==> src/rtl/ptw_pkg.sv <==
package ptw_pkg;

    typedef enum logic [1:0] {
        ST_IDLE = 2'b00,
        ST_LVL1 = 2'b01,
        ST_LVL2 = 2'b10
    } walk_st_e;

    typedef enum logic [1:0] {
        PH_ISSUE  = 2'b00,
        PH_WAIT   = 2'b01,
        PH_REPORT = 2'b10
    } walk_ph_e;

    localparam int FLAG_W = 5;
    localparam int FLG_V  = 0;
    localparam int FLG_R  = 1;
    localparam int FLG_W  = 2;
    localparam int FLG_D  = 3;
    localparam int FLG_A  = 4;

    localparam logic [2:0] ERR_NONE  = 3'b000;
    localparam logic [2:0] ERR_FAULT = 3'b001;
    localparam logic [2:0] ERR_NOWR  = 3'b010;
    localparam logic [2:0] ERR_NORD  = 3'b100;

endpackage

==> src/rtl/ptw_addr_gen.sv <==
module ptw_addr_gen #(
    parameter int PA_W  = 32,
    parameter int IDX_W = 10,
    parameter int SHIFT = 2
) (
    input  logic [PA_W-1:0]  base,
    input  logic [IDX_W-1:0] idx,
    output logic [PA_W-1:0]  addr
);
    // entry address: table base plus index scaled by entry size
    assign addr = base + (PA_W'(idx) << SHIFT);
endmodule

==> src/rtl/ptw_perm_check.sv <==
module ptw_perm_check
    import ptw_pkg::*;
(
    input  logic       ent_valid,
    input  logic       ent_read,
    input  logic       ent_write,
    input  logic       is_leaf,
    input  logic       is_write,
    output logic [2:0] err
);
    always_comb begin
        err = ERR_NONE;
        if (!ent_valid) begin
            err = ERR_FAULT;               // missing entry wins at any level
        end else if (is_leaf) begin
            if (is_write && !ent_write)      err = ERR_NOWR;
            else if (!is_write && !ent_read) err = ERR_NORD;
        end
    end
endmodule

==> src/rtl/pt_walker.sv <==
module pt_walker
    import ptw_pkg::*;
#(
    parameter int              IDX_W     = 10,
    parameter int              OFF_W     = 12,
    parameter int              PA_W      = 32,
    parameter int              PTE_W     = 32,
    parameter logic [PA_W-1:0] ROOT_BASE = 'h0000_4000
) (
    input  logic                       clk,
    input  logic                       rst,
    input  logic                       req_valid,
    input  logic                       req_write,
    input  logic [2*IDX_W+OFF_W-1:0]   vaddr,
    output logic                       mem_rd,
    output logic [PA_W-1:0]            mem_addr,
    input  logic [PTE_W-1:0]           mem_rdata,
    output logic [PA_W-1:0]            paddr,
    output logic                       walk_done,
    output logic                       pte_valid,
    output logic                       pte_dirty,
    output logic                       pte_ref,
    output logic [2:0]                 err_code,
    output logic [1:0]                 walk_state
);
    localparam int VA_W      = 2*IDX_W + OFF_W;
    localparam int PPN_W     = PA_W - OFF_W;
    localparam int PTE_BYTES = PTE_W / 8;
    localparam int IDX_SHIFT = $clog2(PTE_BYTES);
    localparam int LEVELS    = 2;

    typedef struct packed {
        walk_st_e           st;
        walk_ph_e           ph;
        logic               wr;
        logic [VA_W-1:0]    va;
        logic [PA_W-1:0]    base;   // second-level table base
        logic [PA_W-1:0]    pa;
        logic [2:0]         err;
        logic [FLAG_W-1:0]  flg;
    } regs_t;

    regs_t q, d;

    // ---- per-level entry address ----
    logic [PA_W-1:0] lvl_addr [LEVELS];

    for (genvar g = 0; g < LEVELS; g++) begin : g_lvl
        logic [PA_W-1:0] tbl_base;
        if (g == 0) begin : g_root
            assign tbl_base = ROOT_BASE;
        end else begin : g_next
            assign tbl_base = q.base;
        end
        ptw_addr_gen #(
            .PA_W  (PA_W),
            .IDX_W (IDX_W),
            .SHIFT (IDX_SHIFT)
        ) u_ag (
            .base (tbl_base),
            .idx  (q.va[VA_W-1-g*IDX_W -: IDX_W]),
            .addr (lvl_addr[g])
        );
    end

    // ---- entry decode ----
    logic [PPN_W-1:0]  rd_ppn;
    logic [FLAG_W-1:0] rd_flg;
    logic              unused_rsvd_bits;
    logic [2:0]        chk_err;

    assign rd_ppn           = mem_rdata[PTE_W-1 -: PPN_W];
    assign rd_flg           = mem_rdata[FLAG_W-1:0];
    assign unused_rsvd_bits = ^mem_rdata[PTE_W-PPN_W-1:FLAG_W];

    ptw_perm_check u_chk (
        .ent_valid (rd_flg[FLG_V]),
        .ent_read  (rd_flg[FLG_R]),
        .ent_write (rd_flg[FLG_W]),
        .is_leaf   (q.st == ST_LVL2),
        .is_write  (q.wr),
        .err       (chk_err)
    );

    // ---- next state ----
    always_comb begin
        d = q;
        unique case (q.st)
            ST_IDLE: begin
                if (req_valid) begin
                    d.st  = ST_LVL1;
                    d.ph  = PH_ISSUE;
                    d.va  = vaddr;
                    d.wr  = req_write;
                    d.pa  = '0;
                    d.err = ERR_NONE;
                    d.flg = '0;
                end
            end
            ST_LVL1, ST_LVL2: begin
                unique case (q.ph)
                    PH_ISSUE: d.ph = PH_WAIT;
                    PH_WAIT: begin
                        d.flg = rd_flg;
                        if (chk_err != ERR_NONE) begin
                            d.err = chk_err;
                            d.pa  = '0;
                            d.ph  = PH_REPORT;
                        end else if (q.st == ST_LVL1) begin
                            d.st   = ST_LVL2;
                            d.ph   = PH_ISSUE;
                            d.base = {rd_ppn, {OFF_W{1'b0}}};
                        end else begin
                            d.err = ERR_NONE;
                            d.pa  = {rd_ppn, q.va[OFF_W-1:0]};
                            d.ph  = PH_REPORT;
                        end
                    end
                    default: begin
                        d.st  = ST_IDLE;
                        d.ph  = PH_ISSUE;
                        d.pa  = '0;
                        d.err = ERR_NONE;
                        d.flg = '0;
                    end
                endcase
            end
            default: d.st = ST_IDLE;
        endcase
    end

    always_ff @(posedge clk) begin
        if (rst) q <= '0;
        else     q <= d;
    end

    // ---- outputs ----
    assign mem_rd     = (q.st != ST_IDLE) && (q.ph == PH_ISSUE);
    assign mem_addr   = (q.st == ST_LVL2) ? lvl_addr[1] : lvl_addr[0];
    assign walk_done  = (q.st != ST_IDLE) && (q.ph == PH_REPORT);
    assign paddr      = q.pa;
    assign err_code   = q.err;
    assign pte_valid  = q.flg[FLG_V];
    assign pte_dirty  = q.flg[FLG_D];
    assign pte_ref    = q.flg[FLG_A];
    assign walk_state = q.st;

endmodule

==> config.mk <==
export PLATFORM = sky130hd
export DESIGN_NAME = pt_walker
export DESIGN_NICKNAME = d
export VERILOG_FILES = /design/src/rtl/ptw_pkg.sv /design/src/rtl/ptw_addr_gen.sv /design/src/rtl/ptw_perm_check.sv /design/src/rtl/pt_walker.sv
export SDC_FILE = /design/constraint.sdc
export NUM_CORES = 1
export LEC_CHECK = 0
export ABC_AREA = 1
export BUFFER_PORTS_ARGS = -buffer_cell sky130_fd_sc_hd__buf_2
export CORE_MARGIN = 4
export CORE_UTILIZATION = 48
export CTS_BUF_LIST = sky130_fd_sc_hd__clkbuf_4 sky130_fd_sc_hd__clkbuf_8
export DETAILED_ROUTE_END_ITERATION = 16
export GPL_ROUTABILITY_DRIVEN = 0
export PLACE_DENSITY = 0.83
export SYNTH_ARGS = -nofsm -noshare
export SYNTH_HDL_FRONTEND = slang
export SYNTH_SLANG_ARGS = --single-unit
==> constraint.sdc <==
create_clock -name clk -period 1.82 [get_ports clk]
set_input_delay 0 -clock clk [delete_from_list [all_inputs] [get_ports clk]]
set_output_delay 0 -clock clk [all_outputs]
set_load 0.03 [all_outputs]
== Word-level counts from Yosys, hierarchy flattened ==
Cells that the tools add are included.
Word-level totals
  register bits after elaboration: 97
  word-level logic and storage cells: 58
  output and inout bits: 74
  bits of input ports: 68
Cells by class
  muxes and demuxes: 19
  $add $sub $neg: 2
  reductions and logical operators: 19
  equality and inequality tests: 9
  bitwise logic cells: 1
Operators by type and width (count)
  40-bit one-hot mux with 2 select lines: 2
  35-bit 2-to-1 mux: 2
  40-bit 2-to-1 mux: 1
  37-bit 2-to-1 mux: 1
  32-bit by 12-bit adder with 32-bit output: 1
  32-bit 2-to-1 mux: 1
  15-bit by 12-bit adder with 16-bit output (first input constant): 1
  2-bit one-hot mux with 2 select lines: 4
  3-bit 2-to-1 mux: 4
  4-bit AND reduction: 3
  2-bit 2-to-1 mux: 4
  3-bit != test (second input constant): 2
  2-bit by 1-bit equality test with 1-bit output (second input constant): 2
  2-bit equality test (second input constant): 2
  1-bit logical AND: 4
  2-bit zero test: 2
  2-bit != test (second input constant): 2
  4-bit != test (second input constant): 1
  2-bit AND reduction: 2
  2-bit nonzero test: 2
  1-bit zero test: 3
  3-bit AND reduction: 1
  3-bit nonzero test: 1
  2-bit OR reduction: 1
  1-bit inverter: 1

== Longest topological paths before layout ==
  word-level depth: 10
  depth in mapped cells: 13
  gate-level depth less buffers: 11

== Modules after synthesis ==
A second synthesis with hierarchy kept.
Second synthesis, totals
  cell total of the unflattened synthesis: 1165
  area, all modules: 7269.5 um2
By module, submodules not included
  pt_walker: instances 1, cells an instance 606, seq. area each 1901.8 um2, area each 4520.6 um2
  ptw_addr_gen: instances 2, cells an instance 275, seq. area each 0.0 um2, area each 1357.6 um2
  ptw_perm_check: instances 1, cells an instance 9, seq. area each 0.0 um2, area each 33.8 um2

== Least setup slack after synthesis ==
OpenSTA, ideal clock, no wires.
  path kind: flip-flop to flip-flop
  start point: register q (netlist bit walk_state[0])
  end point: register q (netlist bit paddr[0])
  library setup time: 112 ps
  setup slack: -29 ps
  period minus slack after synthesis: 1849 ps
  stages on the path, launching flop included: 12
  buffers on the path: 2
  required time: 1708 ps
  arrival time: 1738 ps
  cell sequence: dfxtp_1 > inv_1 > ha_1 > inv_1 > nor3_1 > nor2_2 > nand2_1 > inv_2 > buf_6 > buf_6 > nor2_2 > nor2_1
Between the ends
  cells in the longest elaborated chain, start to end: 7
  elaborated cells on any way between the ends: 15
  those cells by class: eq/ne (5); mux (5); reduce/logical (5)
RTL lines
  from (decl): RTL line pt_walker.sv:43  | regs_t q, d;
  from (signal assigned): RTL line pt_walker.sv:133  | if (rst) q <= '0;
  from (signal assigned): RTL line pt_walker.sv:134  | else q <= d;
  2-bit equality test: RTL line pt_walker.sv:80, pt_walker.sv:88
  3-bit 2-to-1 mux: RTL line ptw_perm_check.sv:15  | end else if (is_leaf) begin
  3-bit 2-to-1 mux: RTL line ptw_perm_check.sv:13  | if (!ent_valid) begin
  3-bit nonzero test: RTL line pt_walker.sv:105  | if (chk_err != ERR_NONE) begin
  35-bit 2-to-1 mux: RTL line pt_walker.sv:105
  40-bit one-hot mux with 2 select lines: RTL line pt_walker.sv:101  | unique case (q.ph)
  40-bit one-hot mux with 2 select lines: RTL line pt_walker.sv:88  | unique case (q.st)
Several ways; a longest one is shown, not always the timed one.
A chain may end at the register's enable or synchronous reset.

== Final worst setup path ==
  start point: register q (netlist bit walk_state[1])
  end point: register q (netlist bit paddr[18])
The elaborated chain is that of the path after synthesis.

==> results.py <==
metrics = {
    "route": {
        "vias": 4664,
        "firstDrtPassIters": 4,
        "ant_nets": 0,
        "drc": 0,
        "wl_um": 13150,
        "vias_per_cell": 5.114,
        "drt_iter0_drc": 195,
        "wl_per_cell_um": 14.42,
    },
    "global_route": {
        "grt_overflow": 0,
        "grt_pass1_wl_um": 21330,
        "grt_pass1_vias": 4624,
        "grt_max_degree": 36,
        "grtUsageTotal_pct": 23.59,
        "antenna_found_initial": 1,
    },
    "sta": {
        "period_share_pct": 95.00,
        "timing.hold.ws_ns": 0.08454,
        "skew_ns": 0.01341,
        "slew_headroom_pct": 61.56,
        "maxSlewViolCount": 0,
        "min_period_ns": 1.729,
        "tightestPinTransition_ns": 0.5758,
        "hold_viol_final": 0,
        "setup_slack_ns": 0.09097,
        "fmax_mhz": 578.4,
        "setup_viol": 0,
    },
    "place": {
        "hpwl_um": 8406,
        "portBuffers": 132,
        "pre_cts_slack_ns": -0.1003,
    },
    "setup_path": {
        "worstPathMaxFanout": 29,
        "worstSetupEndpointType": "register",
        "critPathRequiredTime_ns": 2.07,
        "cpPeakStageDelay_ns": 0.36,
        "startpoint_type": "register",
        "crit_slowest_cell": "dfxtp_2",
        "path_class": "register to register",
        "critPathArrivalTime_ns": 1.98,
        "crit_chain": "inv_1, ha_1, inv_1, nor2_4, nand4_4, nand2_1, bufinv_16, nor2_1, nor2_1",
    },
    "floorplanning": {
        "die_x_um": 104.5,
        "rows": 34,
        "dieArea_mm2": 0.01092,
        "num_io_pins": 142,
        "die_y_um": 104.5,
        "start_util_pct": 50.30,
        "core_mm2": 0.008891,
    },
    "cells_and_area": {
        "syn2layout_area_growth_pct": 31.53,
        "drive_gt1_share_pct": 25.03,
        "fin_util_pct": 66.16,
        "nNetsFinal": 870,
        "mostFrequentLayoutCells": "nand2_1, buf_2, nor2_1",
        "final_common_cell": "nand2_1",
        "num-fill-cells": 744,
    },
    "logic_synthesis": {
        "synth_top_cell_by_area": "dfxtp_1",
        "syn_area_mm2": 0.004472,
        "ys_top_cells_by_area": "dfxtp_1, nand2_1, nor2_1, buf_4, nand3_1",
        "ys_warn_count": 0,
        "syn_area_per_cell_um2": 6.838,
        "synth.distinct_cells": 23,
        "synthCells": 654,
        "ys_seq_area_share_pct": 42.53,
        "ys_ff_latch": 95,
        "synth_top_area_share_pct": 42.53,
    },
    "clock_tree": {
        "cts_sinks": 95,
        "cts_buffer_depth": 2,
        "root_buffer": "clkbuf_8",
        "cts_tree": "done",
        "cts_buffers": 9,
        "cts_max_level": 3,
        "clk_pin_slew_ns": 0.09,
        "clk_latency_ns": 0.36,
    },
    "hold_path": {
        "hold_class": "input pin to register",
    },
    "power": {
        "power_leakage_uw": 0.002963,
        "p_per_area_mw_per_mm2": 1593,
        "ir_worst_vdd_uv": 833.3,
    },
    "outcome": {
        "status": "finished clean",
    },
    "flow_run": {
        "drv_cap": 0,
    },
}
[through the flow]
| step | setup TNS (ns) | std cells | cell area [um^2] | power [uW] |
|---|---|---|---|---|
| floorplan | 0 | 655 | 4481 | 6748 |
| global placement | 0 | 839 | 5036 | 7523 |
| detailed placement | -1.581 | 839 | 5036 | 7693 |
| CTS | 0 | 911 | 5808 | 9201 |
| global route | -0.02043 | 912 | 5882 | 10030 |
| finish | 0 | 912 | 5882 | 9370 |
[state kept, by name, summed over array words and instances (netlist names)]
register	cells
pte_dirty	1
pte_valid	1
walk_state	2
g_lvl.tbl_base	20
paddr	32
pte_ref	1
q	35
err_code	3
[cell type report]
type                       instances  area (um^2)  share of cell area (%)
multi-input combinational        433         1954                   33.23
sequential                        95         1904                   32.38
timing repair buffer             213         1474                   25.06
inverter                          46        203.9                   3.467
clock buffer                      11        151.4                   2.574
tap                              108        135.1                   2.297
clock inverter                     5        56.30                  0.9572
antenna                            1        2.502                 0.04254
[worst paths after layout]
kind | from | end | slack (ns) | cells after the start
worst max-delay path | walk_state[1]$_SDFFE_PP0P_ | paddr[18]$_SDFFE_PP0P_ | 0.09 | 9
worst min-delay path | mem_rdata[1] | err_code[2]$_SDFFE_PP0P_ | 0.08 | 6
worst max register to register | walk_state[1]$_SDFFE_PP0P_ | paddr[18]$_SDFFE_PP0P_ | 0.09 | 9
worst min register to register | g_lvl[1].tbl_base[26]$_SDFFE_PP0P_ | g_lvl[1].tbl_base[26]$_SDFFE_PP0P_ | 0.47 | 2
[routing by layer]
layer / up-vias / GRT usage (%) / routed length (um)
met5: - / 0 / 0
met3: 31 / 4.283 / 813
met1: 2137 / 25.84 / 5172
li1: 2311 / - / -
met2: 185 / 43.96 / 6797
met4: 0 / 10.64 / 368
[repair_timing]
item | CTS | global route
resized for setup | 2 | 20
endpoints found under the setup margin | 39 | 68
pin swaps | 0 | 3
hold buffers | 56 | 0
endpoints found under the hold margin | 58 | 0
setup buffers | 0 | 0
[logic make-up (layout without fill, tap and decap cells)]
group / count (synthesis) / count (layout) / share of synthesized area, %
DFF: 95 / 95 / 42.53
buffers and inverters: 127 / 275 / 14.55
and+or+nand+nor: 362 / 362 / 34.39
adders and majority gates: 4 / 4 / 1.119
AOI/OAI and AO/OA: 65 / 65 / 7.331
other: 1 / 3 / 0.08386
[synthesized netlist by cell type]
cell type and instances:
nand2_1 144, nor2_1 134, dfxtp_1 95, inv_1 43, buf_4 40, nand3_1 38
o21ai_0 37, nand4_1 29, clkbuf_1 28, a21oi_1 26, nor2_2 12, buf_2 7
buf_1 4, ha_1 4, nor3_1 3, buf_6 2, inv_2 2, a211oi_1 1
clkinv_1 1, conb_1 1, nand4_4 1, nor2_4 1, o21ai_1 1
[worst max-delay path, delay by kind of cell, from the launching register on]
kind	cells	cell delay [ns]
simple gates	5	0.59
buf+inv	3	0.40
flops	1	0.36
fa+ha+maj	1	0.28
[where the power goes]
| group | switching [uW] | internal (uW) | total (uW) |
|---|---|---|---|
| sequential | 300 | 2630 | 2930 |
| combinational | 3200 | 1820 | 5020 |
| clock | 713 | 708 | 1420 |
No activity file was read; power rests on OpenSTA's default activity.
